**config.mk**
```make
export PLATFORM = sky130hd
export DESIGN_NAME = netctl_csr
export DESIGN_NICKNAME = d
export VERILOG_FILES = /design/src/rtl/netcsr_pkg.sv /design/src/rtl/netcsr_status.sv /design/src/rtl/netcsr_cfg.sv /design/src/rtl/netcsr_rdmux.sv /design/src/rtl/netctl_csr.sv
export SDC_FILE = /design/constraint.sdc
export NUM_CORES = 1
export LEC_CHECK = 0
export BUFFER_PORTS_ARGS = -buffer_cell sky130_fd_sc_hd__buf_2
export CORE_ASPECT_RATIO = 0.8
export CORE_UTILIZATION = 59
export DETAILED_ROUTE_END_ITERATION = 10
export PLACE_DENSITY = 0.85
export SLEW_MARGIN = 0
export SYNTH_ARGS = -nofsm -noshare
export SYNTH_HDL_FRONTEND = slang
export SYNTH_SLANG_ARGS = --single-unit
```
**constraint.sdc**
```tcl
create_clock -name clk -period 4.3 [get_ports clk]
set_clock_uncertainty 0.15 [all_clocks]
set_input_delay 0.645 -clock clk [delete_from_list [all_inputs] [get_ports clk]]
set_output_delay 0.645 -clock clk [all_outputs]
set_load 0.01 [all_outputs]
```
**src/rtl/netcsr_pkg.sv**
```systemverilog
package netcsr_pkg;
  localparam int unsigned CSR_W   = 16;
  localparam int unsigned NUM_CSR = 4;
  localparam int unsigned SEL_W   = $clog2(NUM_CSR);
  localparam int unsigned NCFG    = NUM_CSR - 1;
  localparam int unsigned EV_N    = 7;
  localparam int unsigned ADDR_W  = 24;
  localparam int unsigned AHI_W   = ADDR_W - CSR_W;
  localparam int unsigned CTL_N   = 3;

  // register numbers
  localparam logic [SEL_W-1:0] ID_STAT = SEL_W'(0);

  // status word bit positions
  localparam int unsigned B_INIT = 0;
  localparam int unsigned B_STRT = 1;
  localparam int unsigned B_STOP = 2;
  localparam int unsigned B_TDMD = 3;
  localparam int unsigned B_TXON = 4;
  localparam int unsigned B_RXON = 5;
  localparam int unsigned B_INEA = 6;
  localparam int unsigned B_INTR = 7;
  localparam int unsigned B_EV0  = 8;
  localparam int unsigned B_ERR  = 15;

  // event index of the transmit event, first error event
  localparam int unsigned EV_TX    = 1;
  localparam int unsigned EV_ERRLO = 3;

  // writable mask of configuration word k (register k+1)
  function automatic logic [CSR_W-1:0] cfg_mask(input int unsigned k);
    cfg_mask = (k == 0) ? {{(CSR_W-1){1'b1}}, 1'b0} : {CSR_W{1'b1}};
  endfunction
endpackage

```
**src/rtl/netcsr_status.sv**
```systemverilog
module netcsr_status
  import netcsr_pkg::*;
(
  input  logic             clk,
  input  logic             rst_ni,
  input  logic             wr_i,
  input  logic [CSR_W-1:0] wdata_i,
  input  logic [EV_N-1:0]  evt_i,
  output logic [CSR_W-1:0] word_o,
  output logic             stopped_o,
  output logic [3:0]       cmd_o,
  output logic             irq_o
);
  logic init_q, strt_q, stop_q, tdmd_q, txon_q, rxon_q, inea_q;
  logic init_d, strt_d, stop_d, tdmd_d, txon_d, rxon_d, inea_d;
  logic [EV_N-1:0]  ev_q, ev_d;
  logic [3:0]       cmd_q, cmd_d;
  logic [CSR_W-1:0] wset;
  logic             stop_wr, go_wr, pend, err;
  logic             unused_wbits;

  assign wset    = wr_i ? wdata_i : '0;
  assign stop_wr = wset[B_STOP];
  assign go_wr   = wset[B_INIT] | wset[B_STRT];
  assign unused_wbits = ^{wdata_i[B_TXON], wdata_i[B_RXON], wdata_i[B_INTR], wdata_i[B_ERR]};

  always_comb begin
    init_d = init_q;
    strt_d = strt_q;
    stop_d = stop_q;
    tdmd_d = tdmd_q;
    txon_d = txon_q;
    rxon_d = rxon_q;
    ev_d   = ev_q;
    inea_d = wr_i ? wdata_i[B_INEA] : inea_q;
    cmd_d  = wset[3:0];
    if (stop_wr) begin
      stop_d = 1'b1;
      init_d = 1'b0;
      strt_d = 1'b0;
      tdmd_d = 1'b0;
      txon_d = 1'b0;
      rxon_d = 1'b0;
      ev_d   = '0;
    end else begin
      init_d = init_q | wset[B_INIT];
      strt_d = strt_q | wset[B_STRT];
      if (go_wr) stop_d = 1'b0;
      if (wset[B_STRT]) begin
        txon_d = 1'b1;
        rxon_d = 1'b1;
      end
      tdmd_d = (tdmd_q & ~evt_i[EV_TX]) | wset[B_TDMD];
      ev_d   = evt_i | (ev_q & ~wset[B_EV0 +: EV_N]);
    end
  end

  always_ff @(posedge clk or negedge rst_ni) begin
    if (!rst_ni) begin
      init_q <= 1'b0;
      strt_q <= 1'b0;
      stop_q <= 1'b1;
      tdmd_q <= 1'b0;
      txon_q <= 1'b0;
      rxon_q <= 1'b0;
      inea_q <= 1'b0;
      ev_q   <= '0;
      cmd_q  <= '0;
    end else begin
      init_q <= init_d;
      strt_q <= strt_d;
      stop_q <= stop_d;
      tdmd_q <= tdmd_d;
      txon_q <= txon_d;
      rxon_q <= rxon_d;
      inea_q <= inea_d;
      ev_q   <= ev_d;
      cmd_q  <= cmd_d;
    end
  end

  assign pend      = |ev_q;
  assign err       = |ev_q[EV_N-1:EV_ERRLO];
  assign word_o    = {err, ev_q, pend, inea_q, rxon_q, txon_q, tdmd_q, stop_q, strt_q, init_q};
  assign stopped_o = stop_q;
  assign cmd_o     = cmd_q;
  assign irq_o     = pend & inea_q;

  assert_stop_clears_R7: assert property (@(posedge clk) disable iff (!rst_ni)
    stop_wr |=> (stop_q && !txon_q && !rxon_q && !tdmd_q && ev_q == '0));

  assert_event_wins_R5: assert property (@(posedge clk) disable iff (!rst_ni)
    ((evt_i != '0) && !stop_wr) |=> ((ev_q & $past(evt_i)) == $past(evt_i)));

  assert_stop_pulse_R3: assert property (@(posedge clk) disable iff (!rst_ni)
    cmd_q[B_STOP] |-> stop_q);

  assert_start_pulse_R3: assert property (@(posedge clk) disable iff (!rst_ni)
    (cmd_q[B_STRT] && !cmd_q[B_STOP]) |-> (!stop_q && txon_q && rxon_q));

  assert_init_kept_R3: assert property (@(posedge clk) disable iff (!rst_ni)
    !stop_wr |=> (init_q || !$past(init_q)));
endmodule

```
**src/rtl/netcsr_cfg.sv**
```systemverilog
module netcsr_cfg
  import netcsr_pkg::*;
(
  input  logic                       clk,
  input  logic                       rst_ni,
  input  logic                       wr_i,
  input  logic [SEL_W-1:0]           idx_i,
  input  logic [CSR_W-1:0]           wdata_i,
  input  logic                       stopped_i,
  output logic [NCFG-1:0][CSR_W-1:0] words_o
);
  for (genvar g = 0; g < NCFG; g++) begin : g_word
    localparam logic [CSR_W-1:0] MASK = cfg_mask(g);
    logic [CSR_W-1:0] q, d;
    logic             en;

    assign en = wr_i && stopped_i && (idx_i == SEL_W'(g + 1));

    always_comb d = en ? (wdata_i & MASK) : q;

    always_ff @(posedge clk or negedge rst_ni) begin
      if (!rst_ni)  q <= '0;
      else if (en)  q <= d;
    end

    assign words_o[g] = q;
  end

  assert_cfg_locked_R11: assert property (@(posedge clk) disable iff (!rst_ni)
    !stopped_i |=> $stable(words_o));
endmodule

```
**src/rtl/netcsr_rdmux.sv**
```systemverilog
module netcsr_rdmux
  import netcsr_pkg::*;
(
  input  logic                       clk,
  input  logic                       rst_ni,
  input  logic                       rd_i,
  input  logic                       port_i,
  input  logic [SEL_W-1:0]           sel_i,
  input  logic                       stopped_i,
  input  logic [CSR_W-1:0]           stat_i,
  input  logic [NCFG-1:0][CSR_W-1:0] cfg_i,
  output logic [CSR_W-1:0]           rdata_o
);
  logic [CSR_W-1:0] rd_d, rd_q, cfg_pick;

  always_comb begin
    cfg_pick = '0;
    for (int k = 0; k < NCFG; k++) begin
      if (sel_i == SEL_W'(k + 1)) cfg_pick = cfg_i[k];
    end
  end

  always_comb begin
    rd_d = '0;
    if (rd_i) begin
      if (port_i)                rd_d = CSR_W'(sel_i);
      else if (sel_i == ID_STAT) rd_d = stat_i;
      else if (stopped_i)        rd_d = cfg_pick;
    end
  end

  always_ff @(posedge clk or negedge rst_ni) begin
    if (!rst_ni) rd_q <= '0;
    else         rd_q <= rd_d;
  end

  assign rdata_o = rd_q;
endmodule

```
**src/rtl/netctl_csr.sv**
```systemverilog
module netctl_csr
  import netcsr_pkg::*;
(
  input  logic              clk,
  input  logic              rst_n,
  input  logic              host_port,
  input  logic [CSR_W-1:0]  host_wdata,
  input  logic              host_wr,
  input  logic              host_rd,
  output logic [CSR_W-1:0]  host_rdata,
  input  logic [EV_N-1:0]   evt_pulse,
  output logic              cmd_init,
  output logic              cmd_start,
  output logic              cmd_stop,
  output logic              cmd_tdmd,
  output logic [ADDR_W-1:0] iblk_addr,
  output logic              bus_hold_ctl,
  output logic              ale_ctl,
  output logic              byte_swap,
  output logic              irq
);
  logic [1:0]                 rst_sync_q;
  logic                       rst_int_n;
  logic [SEL_W-1:0]           sel_q, sel_d;
  logic                       sel_wr, data_wr, stat_wr, stopped;
  logic [CSR_W-1:0]           stat_word;
  logic [NCFG-1:0][CSR_W-1:0] cfg_words;
  logic [3:0]                 cmd;

  // asynchronous assertion, synchronous release
  always_ff @(posedge clk or negedge rst_n) begin
    if (!rst_n) rst_sync_q <= '0;
    else        rst_sync_q <= {rst_sync_q[0], 1'b1};
  end
  assign rst_int_n = rst_sync_q[1];

  assign sel_wr  = host_wr & host_port;
  assign data_wr = host_wr & ~host_port;
  assign stat_wr = data_wr & (sel_q == ID_STAT);

  always_comb sel_d = sel_wr ? host_wdata[SEL_W-1:0] : sel_q;

  always_ff @(posedge clk or negedge rst_int_n) begin
    if (!rst_int_n)  sel_q <= '0;
    else if (sel_wr) sel_q <= sel_d;
  end

  netcsr_status u_status (
    .clk       (clk),
    .rst_ni    (rst_int_n),
    .wr_i      (stat_wr),
    .wdata_i   (host_wdata),
    .evt_i     (evt_pulse),
    .word_o    (stat_word),
    .stopped_o (stopped),
    .cmd_o     (cmd),
    .irq_o     (irq)
  );

  netcsr_cfg u_cfg (
    .clk       (clk),
    .rst_ni    (rst_int_n),
    .wr_i      (data_wr),
    .idx_i     (sel_q),
    .wdata_i   (host_wdata),
    .stopped_i (stopped),
    .words_o   (cfg_words)
  );

  netcsr_rdmux u_rdmux (
    .clk       (clk),
    .rst_ni    (rst_int_n),
    .rd_i      (host_rd),
    .port_i    (host_port),
    .sel_i     (sel_q),
    .stopped_i (stopped),
    .stat_i    (stat_word),
    .cfg_i     (cfg_words),
    .rdata_o   (host_rdata)
  );

  assign cmd_init     = cmd[B_INIT];
  assign cmd_start    = cmd[B_STRT];
  assign cmd_stop     = cmd[B_STOP];
  assign cmd_tdmd     = cmd[B_TDMD];
  assign iblk_addr    = {cfg_words[1][AHI_W-1:0], cfg_words[0]};
  assign bus_hold_ctl = cfg_words[NCFG-1][0];
  assign ale_ctl      = cfg_words[NCFG-1][1];
  assign byte_swap    = cfg_words[NCFG-1][2];

  assert_sel_sticky_R1: assert property (@(posedge clk) disable iff (!rst_int_n)
    !sel_wr |=> $stable(sel_q));

  assert_sel_load_R1: assert property (@(posedge clk) disable iff (!rst_int_n)
    sel_wr |=> (sel_q == $past(host_wdata[SEL_W-1:0])));

  assert_idle_rdata_R2: assert property (@(posedge clk) disable iff (!rst_int_n)
    !host_rd |=> (host_rdata == '0));

  assert_locked_read_R11: assert property (@(posedge clk) disable iff (!rst_int_n)
    (host_rd && !host_port && sel_q != ID_STAT && !stopped) |=> (host_rdata == '0));

  assert_irq_pending_R6: assert property (@(posedge clk) disable iff (!rst_int_n)
    irq |-> (stat_word[B_EV0 +: EV_N] != '0));
endmodule

```
==> metrics.md, run 1 <==
| Metric | Value |
|---|---|
| Outcome | complete, no violations |
| CTS Sinks | 84 |
| Setup CP Type | register to output pin |
| Worst setup path startpoint | u_status.ev_q[6] |
| Ports | 76 |
| CORE AREA | slightly above 6000 µm² |
| Die Wd | 92.3 µm |
| Library cells used by synthesis | 35 |
| Synthesized flop and latch total | 84 |
| CTS tree | yes |
| Hold Startpoint | rst_sync_q[0] |
| Cell at the slowest stage of the critical path | or4_1 |
| Maximum clock insertion buffer count | 2 |
| Worst Setup End Kind | output pin |
| Post-Place Cells | about 430 |
| GR Util All Layers | approximately a quarter |
| Pwr Density | 597 nW/µm² |
| Synth area leaders | dfrtp_1 (54%), mux2_2 (18%), buf_4 (5.3%) |
| Detailed Route WL | ~8000 µm |
| Gpl congestion | between 0.7 and 0.8 |
| Most frequent cell after synthesis | dfrtp_1 |
| Post-synthesis sequential area ratio | roughly 55% |
| RSZ-0062 raised after global routing | false |
| Die footprint | approximately 6900 µm² |
| Worst Path Max Fanout | 3 |
| Clk pin slew, worst setup/hold paths | 80 ps |
| Max-cap viol count | 0 |
| Comb pwr share | ~28% |
| Setup crit start kind | register |
| Overall power | around 0.0026 W |
| Largest net degree at the start of global routing | 83 |
| Register share of total power | around half |
| GRT overflow | 0 |
| Initial DRC Count | ~180 |
| Mapped Area | roughly 3800 µm² |
| Ys async rst share | 100% |
| Tightest Pin Transition | around 1100 ps |
| Via count | around 2500 |
| Syn Inst Count | 310 |
| Antenna cells | 0 |
| Pins Over Slew Limit | 0 |
| Post-synthesis area per instance | around 12 µm² |
| FF-to-FF Start | sel_q[0] |
| Vias per inst | 5.63 |
| CP cell instances | or4_1, nor4_1, nor2b_1, buf_2 |
| Starting utilization of the core area | a little over three fifths |
| Hold Fails Final Rpt | 0 |
| Commonest cells post-synth | dfrtp_1 (83), mux2_2 (63), buf_4 (27), nand2_1 (15) |
| Relative slew slack | between 20% and 30% |
| Final setup vio count | 0 |
| Rows | 25 |
| Int Power | around 0.0018 W |
| Die Y | around 74 µm |
| Area delta synth->final | 11.2% |
| Drt pass-1 iters | 4 |
| Dominant cell type by area after synthesis | dfrtp_1 |
| Fin cells | 443 |
| CP arrival | around 2100 ps |
| Syn_nets | ~340 |
| Critical path required time | 3500 ps |
| Number of global-route vias before repair | between 2000 and 2500 |
| Main flop type after synthesis | dfrtp_1 |
| # H-tree levels | 3 |
| Root Buffer | clkbuf_8 |
| Cell leakage power | between 2 and 2.5 nW |
| Initial antenna violation count | 0 |
| First-pass GRT wire length | 12700 µm |
| DR WL/cell | 17.6 µm |
| Residual DRC count | 0 |
| Clk pwr share | 22.2% |
| Peak VDD IR | about 0.33 mV |
| Final antenna-violating net count | 0 |
| Setup_tns | 0 ps |
| Postcts setup bufs | 0 |
| Share of the synthesized area in the top cell type | about 54% |
| Share of layout cells above drive strength 1 | 44.8% |
| Reg-to-reg slack, setup | 1620 ps |
| Period minus WS final | roughly 2900 ps |
| TritonCTS buffer count | 9 |
| Fmax | between 300 and 400 MHz |
| HP Class | register to register |
| Layout fillers | around 450 |
| Multi-input logic area | roughly 1500 µm² |
| Yosys warnings | 0 |
| Layout net count | ~390 |
| Worst skew pair latency | around 360 ps |
| CP peak stage delay | ~610 ps |
| Register Area | ~2100 µm² |
| Sw frac | between 30% and 40% |
| Post-DP HPWL | 5110 µm |
| NetSw | approximately 0.0008 W |
| Tcrit/Tclk final | roughly 67% |
| EDFF count, synth | 0 |
| # port buffers | 74 |
[layout make-up]
cell class                 count  share of cell area, %
sequential                    84                   49.2
multi-input combinational    183                   34.3
timing repair buffer          77                   9.24
clock buffer                  12                   3.62
tap                           81                   2.37
clock inverter                 4                   1.11
inverter                       2                  0.175
[state kept, by name, summed over array words and instances (netlist names)]
name / flops
u_status.init_q: 1
sel_q: 2
u_status.ev_q: 7
u_status.strt_q: 1
u_status.txon_q: 1
u_status.tdmd_q: 1
u_rdmux.rdata_o: 16
u_status.stopped_o: 1
rst_sync_q: 2
u_status.cmd_o: 4
u_status.inea_q: 1
u_cfg.g_word.q: 47
[path summary, 6_finish.rpt]
path,end,depth (start not counted)
max,irq,4
min,rst_sync_q[1],0
max reg2reg,u_cfg.g_word[0].q[3],3
min reg2reg,rst_sync_q[1],0
max in group asynchronous,u_status.ev_q[1],0
min in group asynchronous,u_cfg.g_word[1].q[4],0
[cells in the final DEF, fill, tap and decap left out, drive strengths merged, types with 2 or more instances in the layout]
| cell type | instances |
|---|---|
| a211oi | 3 |
| clkbuf | 12 |
| dfrtp | 83 |
| o21a | 11 |
| nand3 | 12 |
| nand2 | 15 |
| a21boi | 7 |
| and2 | 4 |
| conb | 2 |
| a21oi | 13 |
| nand2b | 11 |
| o21ai | 5 |
| mux2 | 63 |
| nor2b | 5 |
| a21o | 13 |
| clkinv | 2 |
| and3 | 2 |
| buf | 76 |
| a32oi | 2 |
| inv | 2 |
| nor2 | 6 |
[power groups by stage]
stage | Combinational [W] | Sequential (W) | Clock, W
4_1_cts | 0.000711 | 0.00128 | 0.000577
6_report | 0.000704 | 0.00128 | 0.000567
3_5_place_dp | 0.000706 | 0.00130 | 0
5_1_grt | 0.000764 | 0.00133 | 0.000608
3_3_place_gp | 0.000680 | 0.00128 | 0
2_1_floorplan | 0.000668 | 0.00121 | 0
[layer usage]
| metal | vias to the layer above | share of wire [%] | global-route usage (%) |
|---|---|---|---|
| met5 | - | 0 | 0 |
| met1 | 1244 | 44 | 32.3 |
| met2 | 87 | 47 | 40.9 |
| met3 | 9 | 7.2 | 6.65 |
| li1 | 1153 | - | - |
| met4 | 0 | 1.2 | 9.20 |
[stage by stage]
step	area (µm²)	setup slack (ps)	hold WS [ps]	util [%]
5_1_grt	4280	1390	232	70.2
3_3_place_gp	4070	1750	190	66.7
4_1_cts	4280	1420	211	70.2
2_1_floorplan	3850	1640	181	-
6_report	4280	1440	208	70.2
3_5_place_dp	4070	1660	191	66.7
[worst max-delay path, delay by kind of cell (launching register included)]
family	cells	cell delay (ps)
buffers and inverters	1	170
and+or+nand+nor	3	1140
DFF	1	410
[cells by family (layout without fill, tap and decap cells)]
kind of cell           Yosys count  after routing  share of synthesized area [%]
buffers and inverters           43             95                           7.25
other                            2              2                          0.195
and+or+nand+nor                 61             61                           9.36
AOI/OAI and AO/OA               56             56                           9.85
muxes                           64             64                           18.7
DFF                             84             84                           54.6
[timing repair]
| item | 4_1_cts | 5_1_grt |
|---|---|---|
| hold buffers | 1 | 0 |
| gates resized for setup | 0 | 0 |
| endpoints found under the hold margin | 2 | 0 |
| endpoints found under the setup margin | 0 | 0 |
(Power assumes the default switching activity.)
==> run 2: changes to the inputs <==
- ABC_AREA: not set -> 1
- CORE_UTILIZATION: 59 -> 55
- PLACE_DENSITY: 0.85 -> 0.8
- clock period: 4.3 -> 2.7 ns (I/O delays scaled with it)
==> run 2 against run 1 <==
Flip-flop and latch count unchanged. Global-route usage is 0.89 points higher. Power is 58% higher. Core utilization decreased by 5.1 points. Design area up 0.32%. Worst hold slack got worse by 81 ps. Non-clock buffer count did not move. Clock power increased by 82%. Highest routed layer unchanged.
==> metrics.md, run 2 <==
| Metric | Value |
|---|---|
| Outcome | complete, no violations |
| Vias per inst | 5.50 (-2.2%) |
| Most frequent cell after synthesis | dfrtp_1 |
| CTS tree | yes |
| Clk pin slew, worst setup/hold paths | 80 ps (about the same) |
| Most flop-heavy register | u_cfg.g_word.q |
| Layout net count | 505 (+31%) |
| Peak VDD IR | 0.435 mV (+31%) |
| Initial DRC Count | 201 (+11%) |
| Final antenna-violating net count | 0 (unchanged) |
| DR WL/cell | 15.2 µm (-14%) |
| Syn_nets | 462 (+37%) |
| CTS Sinks | 84 (unchanged) |
| EDFF count, synth | 0 (unchanged) |
| Worst skew pair latency | 360 ps (about the same) |
| Worst Setup EP | u_status.strt_q |
| CORE AREA | 6600 µm² (+8.3%) |
| Post-Place Cells | 549 (+29%) |
| Final core area utilization | 65.0% (-5.1 points) |
| Library cells used by synthesis | 24 (-31%) |
| Gpl congestion | 0.906 (+15%) |
| Reg-to-reg slack, setup | 610 ps (-1010 ps) |
| # port buffers | 74 (unchanged) |
| Detailed Route WL | 8630 µm (+10%) |
| Share of the synthesized area in the top cell type | 53.5% (-0.45 points) |
| Most frequent cells in the layout | dfrtp_1 (82), buf_2 (74), nand2_1 (60) |
| Hold Fails Final Rpt | 0 (unchanged) |
| Rows | 26 (+4.0%) |
| Final setup vio count | 0 (unchanged) |
| Worst r2r dst | u_status.strt_q |
| Relative slew slack | 32.7% (+2.8 points) |
| Root Buffer | clkbuf_8 |
| Setup crit start kind | register |
| Antenna cells | 0 (unchanged) |
| Period minus WS final | about 2100 ps |
| Worst setup path startpoint | sel_q[0] |
| Final Instance Area | 4290 µm² (+0.32%) |
| Post-synthesis area per instance | 8.94 µm² (-28%) |
| Main flop type after synthesis | dfrtp_1 |
| Mapped Area | 3880 µm² (+0.85%) |
| Yosys warnings | 0 (unchanged) |
| Tightest Pin Transition | 1010 ps (-41.7 ps) |
| Fmax | between 400 and 500 MHz |
| Maximum clock insertion buffer count | 2 (unchanged) |
| Commonest cells post-synth | dfrtp_1 (83), nand2_1 (60), nand3_1 (59), a21oi_1 (52), nor2_1 (41) |
| Post-DP HPWL | 5960 µm (+17%) |
| Pins Over Slew Limit | 0 (unchanged) |
| Critical path required time | 2800 ps (-700 ps) |
| Ys async rst share | 100% (unchanged) |
| Die footprint | 7400 µm² (+8.0%) |
| RSZ-0062 raised after global routing | false |
| Residual DRC count | 0 (unchanged) |
| Pwr Density | 939 nW/µm² (+57%) |
| Syn Inst Count | 434 (+40%) |
| Setup CP Type | register to register |
| Drt pass-1 iters | 5 (+1) |
| Tcrit/Tclk final | a little under 80% |
| GRT overflow | 0 (unchanged) |
| Initial antenna violation count | 0 (unchanged) |
| CP arrival | 2200 ps (+130 ps) |
| Share of layout cells above drive strength 1 | 23.0% (-22 points) |
| Via count | 3114 (+25%) |
| HP Class | input port to register |
| Synth area leaders | dfrtp_1 (54%), nand3_1 (7.6%), a21oi_1 (6.7%) |
| Area delta synth->final | 10.6% |
| GR Util All Layers | 25.8% (+0.89 points) |
| Ports | 76 (unchanged) |
| # H-tree levels | 3 (unchanged) |
| Max FFs per register | 47 (unchanged) |
| Synthesized flop and latch total | 84 (unchanged) |
| Max-cap viol count | 0 (unchanged) |
| FF-to-FF Start | sel_q[0] |
| Number of global-route vias before repair | 2958 (+19%) |
| Overall power | 0.00403 W (+58%) |
| Post-synthesis sequential area ratio | 54.2% (-0.46 points) |
| Commonest non-fill, non-tap cell in the layout | dfrtp_1 |
| Die Wd | 95.9 µm (+3.9%) |
| Starting utilization of the core area | 58.8% (-4.3 points) |
| Worst Path Max Fanout | 16 (+13) |
| Worst Setup End Kind | register |
| Setup_tns | 0 ps (unchanged) |
| First-pass GRT wire length | 14300 µm (+13%) |
| TritonCTS buffer count | 9 (unchanged) |
| Worst R2R Path Depth | 6 (+3) |
| Largest net degree at the start of global routing | 83 (unchanged) |
| Cell leakage power | 2.23 nW (+8.9%) |
| Dominant cell type by area after synthesis | dfrtp_1 |
| DP Area | 4050 µm² (-0.46%) |
| Fin cells | 566 (+28%) |
| Die Y | 77.1 µm (+3.9%) |
[run 2: cell types whose count changed in the layout (fill, tap and decap cells not counted), moves of 7 or more]
cell / change
a21boi_0: -7
a21o_1: -13
a21oi_1: +39
inv_1: +33
mux2_2: -63
nand2_1: +45
nand2b_1: -11
nand3_1: +47
nor2_1: +37
o21a_1: -11
o21ai_0: +30
[run 2: cell type report]
type,instances,area [µm²]
Multi-Input combinational cell,268,1310
Timing Repair Buffer,77,395
Clock buffer,11,151
Tap cell,84,105
Sequential cell,84,2110
Inverter,37,139
Clock inverter,5,83.8
Fill cell,563,2310
[run 2: what timing repair did]
item | in CTS | in global routing
setup endpoints to repair | 0 | 0
buffers inserted | 0 | 0
hold buffers | 1 | 0
resized for setup | 0 | 0
hold endpoints to repair | 2 | 0
[run 2: stage by stage]
| stage | hold WS [ps] | setup slack, ps |
|---|---|---|
| 5_1_grt | 119 | 457 |
| 6_report | 127 | 606 |
| 3_3_place_gp | 40.0 | 759 |
| 3_5_place_dp | 43.4 | 676 |
| 2_1_floorplan | -40.6 | 38.9 |
| 4_1_cts | 117 | 657 |
[run 2: logic make-up (layout without fill, tap and decap cells)]
family	after synthesis	count (layout)	synth area share, %
buffers and inverters	82	130	12.0
DFF	84	84	54.2
and+or+nand+nor	172	172	20.9
AOI/OAI and AO/OA	94	94	12.7
other	2	2	0.193
[run 2: worst max-delay path: stages (launching register included)]
cell,delay (ps)
dfrtp_1,590
nor2_4,400
nand2_2,260
nor2_4,280
inv_1,140
o21ai_0,100
inv_1,60
[run 2: worst min-delay path by stage]
stage | startpoint | to | slack (ps) | cells after the start
floorplan | rst_n | rst_sync_q[0] | -40 | 0
global placement | rst_n | rst_sync_q[0] | 40 | 1
detailed placement | rst_n | rst_sync_q[1] | 40 | 1
CTS | host_wdata[5] | u_cfg.g_word[2].q[5] | 120 | 3
global route | host_wdata[15] | u_cfg.g_word[2].q[15] | 120 | 3
finish | host_wdata[15] | u_cfg.g_word[0].q[15] | 130 | 3
[run 2: power breakdown]
group          total (W)  internal [W]  switching, W
Sequential       0.00198       0.00165      0.000329
Clock            0.00103      0.000573      0.000459
Combinational    0.00102      0.000423      0.000600
Total            0.00403       0.00264       0.00139
[run 2: routing by layer]
metal / share of wire [%] / track usage [%]
met1: 45 / 36.4
met3: 7.9 / 7.44
met2: 45 / 37.6
met4: 2.4 / 9.55
met5: 0 / 0
